<file path="src/rtl/flt_pmu_pkg.sv">
package flt_pmu_pkg;

    typedef enum logic [1:0] {
        WK_CNT_LO = 2'd0,
        WK_CNT_HI = 2'd1,
        WK_EVT_LO = 2'd2,
        WK_EVT_HI = 2'd3
    } wr_kind_e;

    typedef enum logic [1:0] {
        PRV_USER  = 2'd0,
        PRV_SUPER = 2'd1,
        PRV_MACH  = 2'd3
    } priv_e;

    localparam int CW       = 64;
    localparam int HW       = CW / 2;
    localparam int OVF_POS  = 63;
    localparam int MINH_POS = 62;
    localparam int SINH_POS = 61;
    localparam int UINH_POS = 60;
    localparam int VSIN_POS = 59;
    localparam int VUIN_POS = 58;

endpackage

</file>
<file path="src/rtl/flt_pmu_filter.sv">
module flt_pmu_filter
    import flt_pmu_pkg::*;
(
    input  logic [1:0] priv_i,
    input  logic       virt_i,
    input  logic [4:0] inh_i,     // {M, S, U, VS, VU}
    output logic       block_o
);
    always_comb begin
        block_o = 1'b0;
        unique case (priv_i)
            PRV_MACH:  block_o = inh_i[4];
            PRV_SUPER: block_o = virt_i ? inh_i[1] : inh_i[3];
            PRV_USER:  block_o = virt_i ? inh_i[0] : inh_i[2];
            default:   block_o = 1'b0;
        endcase
    end
endmodule

</file>
<file path="src/rtl/flt_pmu_slot.sv">
module flt_pmu_slot
    import flt_pmu_pkg::*;
(
    input  logic          clk,
    input  logic          rst_n,
    input  logic          mode64_i,
    input  logic [1:0]    priv_i,
    input  logic          virt_i,
    input  logic          inhibit_i,
    input  logic          evt_i,
    input  logic          wr_hit_i,
    input  wr_kind_e      wr_kind_i,
    input  logic [CW-1:0] wr_data_i,
    output logic [CW-1:0] cnt_o,
    output logic [CW-1:0] ctl_o,
    output logic          ovf_new_o
);
    logic [CW-1:0] cnt_q, ctl_q;
    logic          blocked, step, at_top;

    flt_pmu_filter u_filt (
        .priv_i  (priv_i),
        .virt_i  (virt_i),
        .inh_i   (ctl_q[MINH_POS:VUIN_POS]),
        .block_o (blocked)
    );

    assign step      = evt_i && !inhibit_i && !blocked && !wr_hit_i;
    assign at_top    = &cnt_q;
    assign ovf_new_o = step && at_top && !ctl_q[OVF_POS];

    always_ff @(posedge clk or negedge rst_n) begin
        if (!rst_n) begin
            cnt_q <= '0;
            ctl_q <= '0;
        end else if (wr_hit_i) begin
            unique case (wr_kind_i)
                WK_CNT_LO: if (mode64_i) cnt_q <= wr_data_i;
                           else          cnt_q[HW-1:0] <= wr_data_i[HW-1:0];
                WK_CNT_HI: if (!mode64_i) cnt_q[CW-1:HW] <= wr_data_i[HW-1:0];
                WK_EVT_LO: if (mode64_i) ctl_q <= wr_data_i;
                           else          ctl_q[HW-1:0] <= wr_data_i[HW-1:0];
                WK_EVT_HI: if (!mode64_i) ctl_q[CW-1:HW] <= wr_data_i[HW-1:0];
                default:   ;
            endcase
        end else if (step) begin
            // low half carries into high half; both at all ones wrap together
            cnt_q <= cnt_q + 1'b1;
            if (at_top) ctl_q[OVF_POS] <= 1'b1;
        end
    end

    assign cnt_o = cnt_q;
    assign ctl_o = ctl_q;
endmodule

</file>
<file path="src/rtl/flt_pmu_bank.sv">
module flt_pmu_bank
    import flt_pmu_pkg::*;
#(
    parameter int               NUM_CTR    = 8,
    parameter logic [NUM_CTR-1:0] AVAIL_MASK = 8'b1101_1000,
    localparam int              IW         = $clog2(NUM_CTR)
)(
    input  logic               clk,
    input  logic               rst_n,
    input  logic               mode64_i,
    input  logic [1:0]         priv_i,
    input  logic               virt_i,
    input  logic [NUM_CTR-1:0] inhibit_i,
    input  logic [NUM_CTR-1:0] evt_i,
    input  logic               wr_en_i,
    input  logic [1:0]         wr_kind_i,
    input  logic [IW-1:0]      wr_idx_i,
    input  logic [63:0]        wr_data_i,
    input  logic               irq_clr_i,
    input  logic [IW-1:0]      rd_idx_i,
    output logic [63:0]        rd_cnt_o,
    output logic [63:0]        rd_evt_o,
    output logic               ovf_irq_o
);
    localparam int FIRST_PROG = 3;

    logic [NUM_CTR-1:0][CW-1:0] cnt_arr, ctl_arr;
    logic [NUM_CTR-1:0]         ovf_new, of_flags;
    logic                       irq_q;

    for (genvar k = 0; k < NUM_CTR; k++) begin : g_slot
        if (k >= FIRST_PROG && AVAIL_MASK[k]) begin : g_real
            flt_pmu_slot u_slot (
                .clk       (clk),
                .rst_n     (rst_n),
                .mode64_i  (mode64_i),
                .priv_i    (priv_i),
                .virt_i    (virt_i),
                .inhibit_i (inhibit_i[k]),
                .evt_i     (evt_i[k]),
                .wr_hit_i  (wr_en_i && (wr_idx_i == IW'(k))),
                .wr_kind_i (wr_kind_e'(wr_kind_i)),
                .wr_data_i (wr_data_i),
                .cnt_o     (cnt_arr[k]),
                .ctl_o     (ctl_arr[k]),
                .ovf_new_o (ovf_new[k])
            );
        end else begin : g_absent
            assign cnt_arr[k] = '0;
            assign ctl_arr[k] = '0;
            assign ovf_new[k] = 1'b0;
        end
        assign of_flags[k] = ctl_arr[k][OVF_POS];
    end

    always_ff @(posedge clk or negedge rst_n) begin
        if (!rst_n)            irq_q <= 1'b0;
        else if (|ovf_new)     irq_q <= 1'b1;
        else if (irq_clr_i)    irq_q <= 1'b0;
    end

    assign rd_cnt_o  = cnt_arr[rd_idx_i];
    assign rd_evt_o  = ctl_arr[rd_idx_i];
    assign ovf_irq_o = irq_q;
endmodule

</file>
<file path="config.mk">
export PLATFORM = sky130hd
export DESIGN_NAME = flt_pmu_bank
export DESIGN_NICKNAME = d
export VERILOG_FILES = /design/src/rtl/flt_pmu_pkg.sv /design/src/rtl/flt_pmu_filter.sv /design/src/rtl/flt_pmu_slot.sv /design/src/rtl/flt_pmu_bank.sv
export SDC_FILE = /design/constraint.sdc
export NUM_CORES = 2
export LEC_CHECK = 0
export BUFFER_PORTS_ARGS = -buffer_cell sky130_fd_sc_hd__buf_2
export CAP_MARGIN = 20
export CORE_UTILIZATION = 55
export DETAILED_ROUTE_END_ITERATION = 10
export PLACE_DENSITY = 0.74
export SLEW_MARGIN = 40
export SYNTH_ARGS = -nofsm -noshare
export SYNTH_HDL_FRONTEND = slang
export SYNTH_SLANG_ARGS = --single-unit
</file>
<file path="constraint.sdc">
create_clock -name clk -period 3.3 [get_ports clk]
set_input_delay 0.33 -clock clk [delete_from_list [all_inputs] [get_ports clk]]
set_output_delay 0.33 -clock clk [all_outputs]
set_load 0.05 [all_outputs]
</file>
Word-level counts from Yosys, hierarchy flattened

Cells that the tools add are included.

Input port bits: 96
Flip-flop bits (word level): 513
Output and inout port bits: 129
Logic and storage cells: 185

Add/sub/neg operators: 4
Order comparisons: 1
Equal/unequal tests: 39
Multiplexer cells: 43
Reductions and logical operators: 77

Operators with widths:

| kind                                                                         | count |
|---|---|
| 64-bit two-way mux                                                           | 10 |
| 64-bit binary-select mux with 3-bit select                                   | 2 |
| 64-bit by 1-bit adder with 64-bit output, second input constant              | 4 |
| 64-bit AND reduction                                                         | 4 |
| 32-bit case mux with 2 select lines                                          | 2 |
| 32-bit two-way mux                                                           | 3 |
| 3-bit != test, second input constant                                         | 24 |
| 4-bit AND reduction                                                          | 8 |
| 1-bit logical AND                                                            | 24 |
| 1-bit two-way mux                                                            | 22 |
| 5-bit AND reduction                                                          | 4 |
| 2-bit nonzero test                                                           | 10 |
| 1-bit logical NOT                                                            | 16 |
| 2-bit AND reduction                                                          | 8 |
| 2-bit != test, second input constant                                         | 6 |
| 1-bit case mux with 3 select lines                                           | 4 |
| 3-bit equality test, second input constant                                   | 3 |
| 2-bit equality test, second input constant                                   | 3 |
| 2-bit by 1-bit equality test with 1-bit output, second input constant        | 2 |
| 2-bit logical NOT                                                            | 2 |
| 3-bit by 4-bit less-than comparator with 1-bit output, second input constant | 1 |
| 4-bit OR reduction                                                           | 1 |
| 3-bit by 2-bit equality test with 1-bit output, second input constant        | 1 |

Longest topological paths before layout

Depth after elaboration: 9
Mapped depth: 10
Mapped depth without buffers: 7

Hierarchy

From an unflattened synthesis, not the netlist that was laid out.

Cells, all modules: 3936
Area total of the unflattened synthesis: 33428.3 sq um

Modules (own cells, without submodules):

| module                                      | instances | area each (sq um) | seq. area each (sq um) | cells each |
|---|---|---|---|---|
| flt_pmu_slot at g_slot[3].g_real.u_slot ... | 3         | 7328.3            | 3203.1                 | 816 |
| flt_pmu_slot at g_slot[7].g_real.u_slot     | 1         | 7584.8            | 3203.1                 | 858 |
| flt_pmu_bank                                | 1         | 3688.5            | 25.0                   | 610 |
| flt_pmu_filter                              | 4         | 42.5              | 0.0                    | 5 |

Worst setup path before layout

OpenSTA, ideal clock, no wires.

Path kind: in2out
Start: in rd_idx_i[0]
End: out rd_cnt_o[9]
Stages on the path: 5
Required time: 2970 ps
Data arrival time: 2459 ps
Path slack: 511 ps
Buffers on the path: 3
Cells stage by stage: clkbuf_1 > clkbuf_1 > clkbuf_1 > o21ai_0 > a222oi_1

Word-level cells in the longest chain between the ends: 2

Ends and longest elaborated chain:

| element                                    | RTL line           | source |
|---|---|---|
| start, declared                            | flt_pmu_bank.sv:20 | `input logic [IW-1:0] rd_idx_i,` |
| 64-bit binary-select mux with 3-bit select | flt_pmu_bank.sv:62 | `assign rd_cnt_o = cnt_arr[rd_idx_i];` |
| 64-bit two-way mux (implied by the code)   | flt_pmu_bank.sv:62 |  |
| end, declared                              | flt_pmu_bank.sv:21 | `output logic [63:0] rd_cnt_o,` |

No other way between the ends. The select of a mux whose other input is x is not followed.

Final worst setup path

Start: in rd_idx_i[1]
End: out rd_cnt_o[57]

The elaborated chain is that of the path after synthesis.

==> key figures <==
Die
  • Floorplan die area: 58200 um^2
  • Row cnt: 87
  • Initial Utilization: 55.7%
  • Die boundary width: roughly 240 um
  • Height of the die: between 200 and 250 um
  • Area inside the core boundary: 56500 um^2
  • Total I/O pin count: 225

CTS
  • Root buf cell: sky130_fd_sc_hd__clkbuf_16
  • Clock tree from TritonCTS: built
  • CTS sink cnt: approximately 510
  • Clock transition at the registers of the reported paths: 0.06 ns
  • Clock latency of the later-clocked register in the worst-skew pair: around 0.66 ns
  • Num CTS Buffers: 56
  • Clock Tree Buf Depth: 3
  • Htree depth: 2

Timing
  • Worst slew margin relative to its limit: between 30% and 40%
  • Final total negative setup slack: 0 ns
  • Slew at the pin closest to its max-slew limit: approximately 0.96 ns
  • Unrepaired setup endpoints after global routing: no
  • # setup viols final: 0
  • Fraction of the cycle the final worst path needs: ~90%
  • Highest clock rate: between 300 and 400 MHz
  • Clock tree skew after final layout: 0.0326 ns
  • Hold Vio Cnt, Final: 0
  • Final setup margin: 0.258 ns
  • Number of pins with negative max-slew slack in the final report: 0
  • Min cycle time layout: just over 3 ns

Worst setup path
  • Highest net fanout along the worst path: 43
  • Classification of the worst setup path: in -> out
  • WP data required: just under 3 ns
  • Critical Path Source Type: input pin
  • Origin of the worst setup path: rd_idx_i[1]
  • Worst flop-to-flop path startpoint: g_slot[7].g_real.u_slot.cnt_o[0]
  • Arr. time, crit path: ~2.7 ns
  • CP Capture Type: output pin

Power
  • Post-layout power: between 20 and 25 mW
  • Power density relative to cell area: roughly 620 nW/um^2
  • VDD IR-drop max: 0.000521 V
  • Static Leak: approximately 15 nW

Routing
  • Drt first-iter violations: about 5700
  • Per-cell via count in the routed design: 7.15
  • Detailed-route wire length per cell: around 30 um
  • Total iterations of the first detailed-routing run: 10
  • Remaining number of nets flagged by the antenna check after routing: 0
  • DRC violations left: 0
  • Aggregate routed wire length: between 100000 and 150000 um
  • DR vias: roughly 34000

Place
  • Total half-perimeter wirelength after legalization and detailed placement: 97200 um
  • Count of input and output buffers: between 200 and 250
  • Cell area after placement: about 34000 um^2
  • Placer congestion estimate: roughly 1.1
  • Setup slack at placement: roughly 0.50 ns

Synthesis
  • Number of enable flip-flop cells after synthesis: 0
  • Distinct cell type count of the synthesized netlist: 86
  • Number of cells produced by synthesis: just under 4000
  • Portion of the post-synthesis area used by sequential elements: between 40% and 50%
  • Total of flip-flops plus latches after synthesis: 513
  • Number of warnings reported in the yosys synthesis log: 0
  • Average footprint of a synthesized cell: roughly 8.2 um^2
  • Post-synthesis instance area: around 31000 um^2
  • Synth Net Count: slightly below 4000
  • Ys flop type: sky130_fd_sc_hd__dfrtp_1
  • FFs w/ async S/R, synth: 100%

Finish
  • Fillers: 5032
  • Fraction of layout instances using a drive strength above 1: ~17%
  • Final net count: roughly 4000
  • Layout area overhead: 13.8%
  • Final core utilization: 63.4%
  • Area of all placed cells without fillers: approximately 36000 um^2

Global route
  • Antenna violations before repair: 20
  • Largest net degree at the start of global routing: roughly 110
  • First-pass GRT wire length: 204000 um
  • Sum of overflow across all layers after global routing: 0
  • Global-route usage over all layers: ~48%
  • Number of global-route vias before repair: 30351

Worst hold path
  • Worst hold path type: in -> reg
  • Start point of the worst min-delay path: wr_data_i[39]

Status
  • Status: finished, final reports clean

Flow run
  • Max Cap Violations: 0
==> metal layers <==
metal / vias up / GRT usage [%] / share of wire (%)
li1: 14454 / - / -
met3: 579 / 18.2 / 15
met5: - / 0.673 / 0.061
met1: 16325 / 63.5 / 36
met2: 2641 / 64.5 / 39
met4: 8 / 35.3 / 8.9
==> metrics by stage <==
| stage | hold WS [ns] | instances |
|---|---|---|
| floorplan | 0.0344 | 3846 |
| global placement | 0.328 | 4633 |
| detailed placement | 0.329 | 4633 |
| CTS | 0.0796 | 4738 |
| global route | 0.125 | 4745 |
| finish | 0.0833 | 4753 |
==> cell families (layout without fill, tap and decap cells) <==
kind of cell | after synthesis | after routing | synth area share (%)
AO/OA/AOI/OAI | 1409 | 1409 | 26.7
multiplexers | 205 | 205 | 7.09
adder cells (fa/ha/maj) | 4 | 4 | 0.159
flip-flops | 513 | 513 | 40.8
buffers and inverters | 371 | 507 | 4.60
XOR/XNOR | 1 | 1 | 0.0278
other | 0 | 15 | 0
AND/OR/NAND/NOR | 1343 | 1343 | 20.6
==> Yosys cell counts, types with 5 or more instances <==
master,number,area share (%)
sky130_fd_sc_hd__a221oi_1,34,0.95
sky130_fd_sc_hd__a41oi_1,7,0.19
sky130_fd_sc_hd__mux2_2,143,5.1
sky130_fd_sc_hd__nand3_1,175,2.8
sky130_fd_sc_hd__a31o_2,5,0.14
sky130_fd_sc_hd__o21a_1,8,0.19
sky130_fd_sc_hd__o22ai_1,57,1.1
sky130_fd_sc_hd__clkbuf_1,300,3.6
sky130_fd_sc_hd__o21bai_1,35,0.84
sky130_fd_sc_hd__o2bb2ai_1,6,0.17
sky130_fd_sc_hd__a2bb2oi_1,29,0.81
sky130_fd_sc_hd__a22oi_1,43,1.0
sky130_fd_sc_hd__a41o_1,5,0.16
sky130_fd_sc_hd__o22a_1,45,1.3
sky130_fd_sc_hd__a31oi_1,41,0.82
sky130_fd_sc_hd__nand4_1,80,1.6
sky130_fd_sc_hd__a32oi_1,10,0.28
sky130_fd_sc_hd__o21ai_0,465,7.4
sky130_fd_sc_hd__or4_1,12,0.29
sky130_fd_sc_hd__and3_1,70,1.4
sky130_fd_sc_hd__o211ai_1,10,0.24
sky130_fd_sc_hd__o32ai_1,8,0.22
sky130_fd_sc_hd__buf_1,21,0.25
sky130_fd_sc_hd__and4_1,43,1.2
sky130_fd_sc_hd__o2bb2a_1,13,0.41
sky130_fd_sc_hd__dfrtp_1,513,41
sky130_fd_sc_hd__a21oi_1,477,7.6
sky130_fd_sc_hd__or2_2,8,0.16
sky130_fd_sc_hd__and2_1,25,0.50
sky130_fd_sc_hd__mux2i_1,62,2.0
sky130_fd_sc_hd__nor2_1,361,4.3
sky130_fd_sc_hd__a311oi_1,19,0.53
sky130_fd_sc_hd__inv_1,25,0.30
sky130_fd_sc_hd__a22o_1,7,0.19
sky130_fd_sc_hd__a211oi_1,39,0.93
sky130_fd_sc_hd__o31ai_1,12,0.29
sky130_fd_sc_hd__nor4_1,24,0.48
sky130_fd_sc_hd__buf_2,18,0.29
sky130_fd_sc_hd__nand2_1,391,4.7
sky130_fd_sc_hd__nor3_1,81,1.3
sky130_fd_sc_hd__or3_1,27,0.54
sky130_fd_sc_hd__nand2b_1,10,0.20
==> worst max-delay path, cell delays in order <==
cell and delay [ns]:
sky130_fd_sc_hd__buf_6 0.20, sky130_fd_sc_hd__inv_2 0.60, sky130_fd_sc_hd__o21ai_0 0.36, sky130_fd_sc_hd__a221oi_1 0.66
sky130_fd_sc_hd__buf_4 0.22, sky130_fd_sc_hd__buf_2 0.25
==> timing repair <==
action,4_1_cts,5_1_grt
buffers inserted,0,0
gates resized for setup,0,0
hold endpoints to repair,57,0
hold buffers,1,0
==> where the power goes <==
group          internal [mW]  leakage (nW)  switching (mW)  total, mW
clock network           3.82         0.939            2.86       6.68
registers               7.79          6.23            1.74       9.53
logic                   2.01          7.61            3.86       5.86
==> sequential cells by signal, indices dropped and copies added (netlist names) <==
| signal | count |
|---|---|
| g_slot.g_real.u_slot.cnt_o | 256 |
| g_slot.g_real.u_slot.ctl_o | 256 |
| ovf_irq_o | 1 |
==> path summary, 6_finish.rpt <==
path | to | slack [ns] | cells past startpoint
worst max-delay path | rd_cnt_o[57] | 0.26 | 6
worst min-delay path | g_slot[6].g_real.u_slot.ctl_o[39] | 0.08 | 3
worst max register to register | g_slot[7].g_real.u_slot.cnt_o[60] | 0.46 | 7
worst min register to register | g_slot[7].g_real.u_slot.ctl_o[0] | 0.50 | 1
max in group asynchronous | g_slot[6].g_real.u_slot.cnt_o[6] | 2.13 | 3
min in group asynchronous | g_slot[6].g_real.u_slot.ctl_o[24] | 0.25 | 2
==> area by class of cell <==
type | instances | area [um^2] | share of cell area, %
clock buffers | 76 | 1580 | 4.40
multi-input cells | 2962 | 17400 | 48.5
diodes | 15 | 37.5 | 0.105
flip-flops and latches | 513 | 12800 | 35.9
clock inverters | 28 | 330 | 0.923
inverters | 26 | 100 | 0.280
well taps | 756 | 946 | 2.64
repair buffers | 377 | 2620 | 7.30
==> placed cells by master, fill, tap and decap left out, drive strengths merged, types with 28 or more instances in the layout <==
master / synthesis / routed
o21bai: 35 / 35
mux2: 143 / 143
a21oi: 479 / 479
a2bb2oi: 30 / 30
nand4: 84 / 84
a22oi: 43 / 43
inv: 25 / 28
clkbuf: 301 / 77
a31oi: 41 / 41
nand2: 392 / 392
a211oi: 39 / 39
nor2: 361 / 361
dfrtp: 513 / 513
nor4: 29 / 29
o21ai: 470 / 470
nor3: 83 / 83
buf: 44 / 375
o22ai: 57 / 57
and4: 47 / 47
nand3: 176 / 176
and3: 70 / 70
or3: 28 / 28
a221oi: 34 / 34
o22a: 45 / 45
mux2i: 62 / 62
No activity file was read; power rests on OpenSTA's default activity.
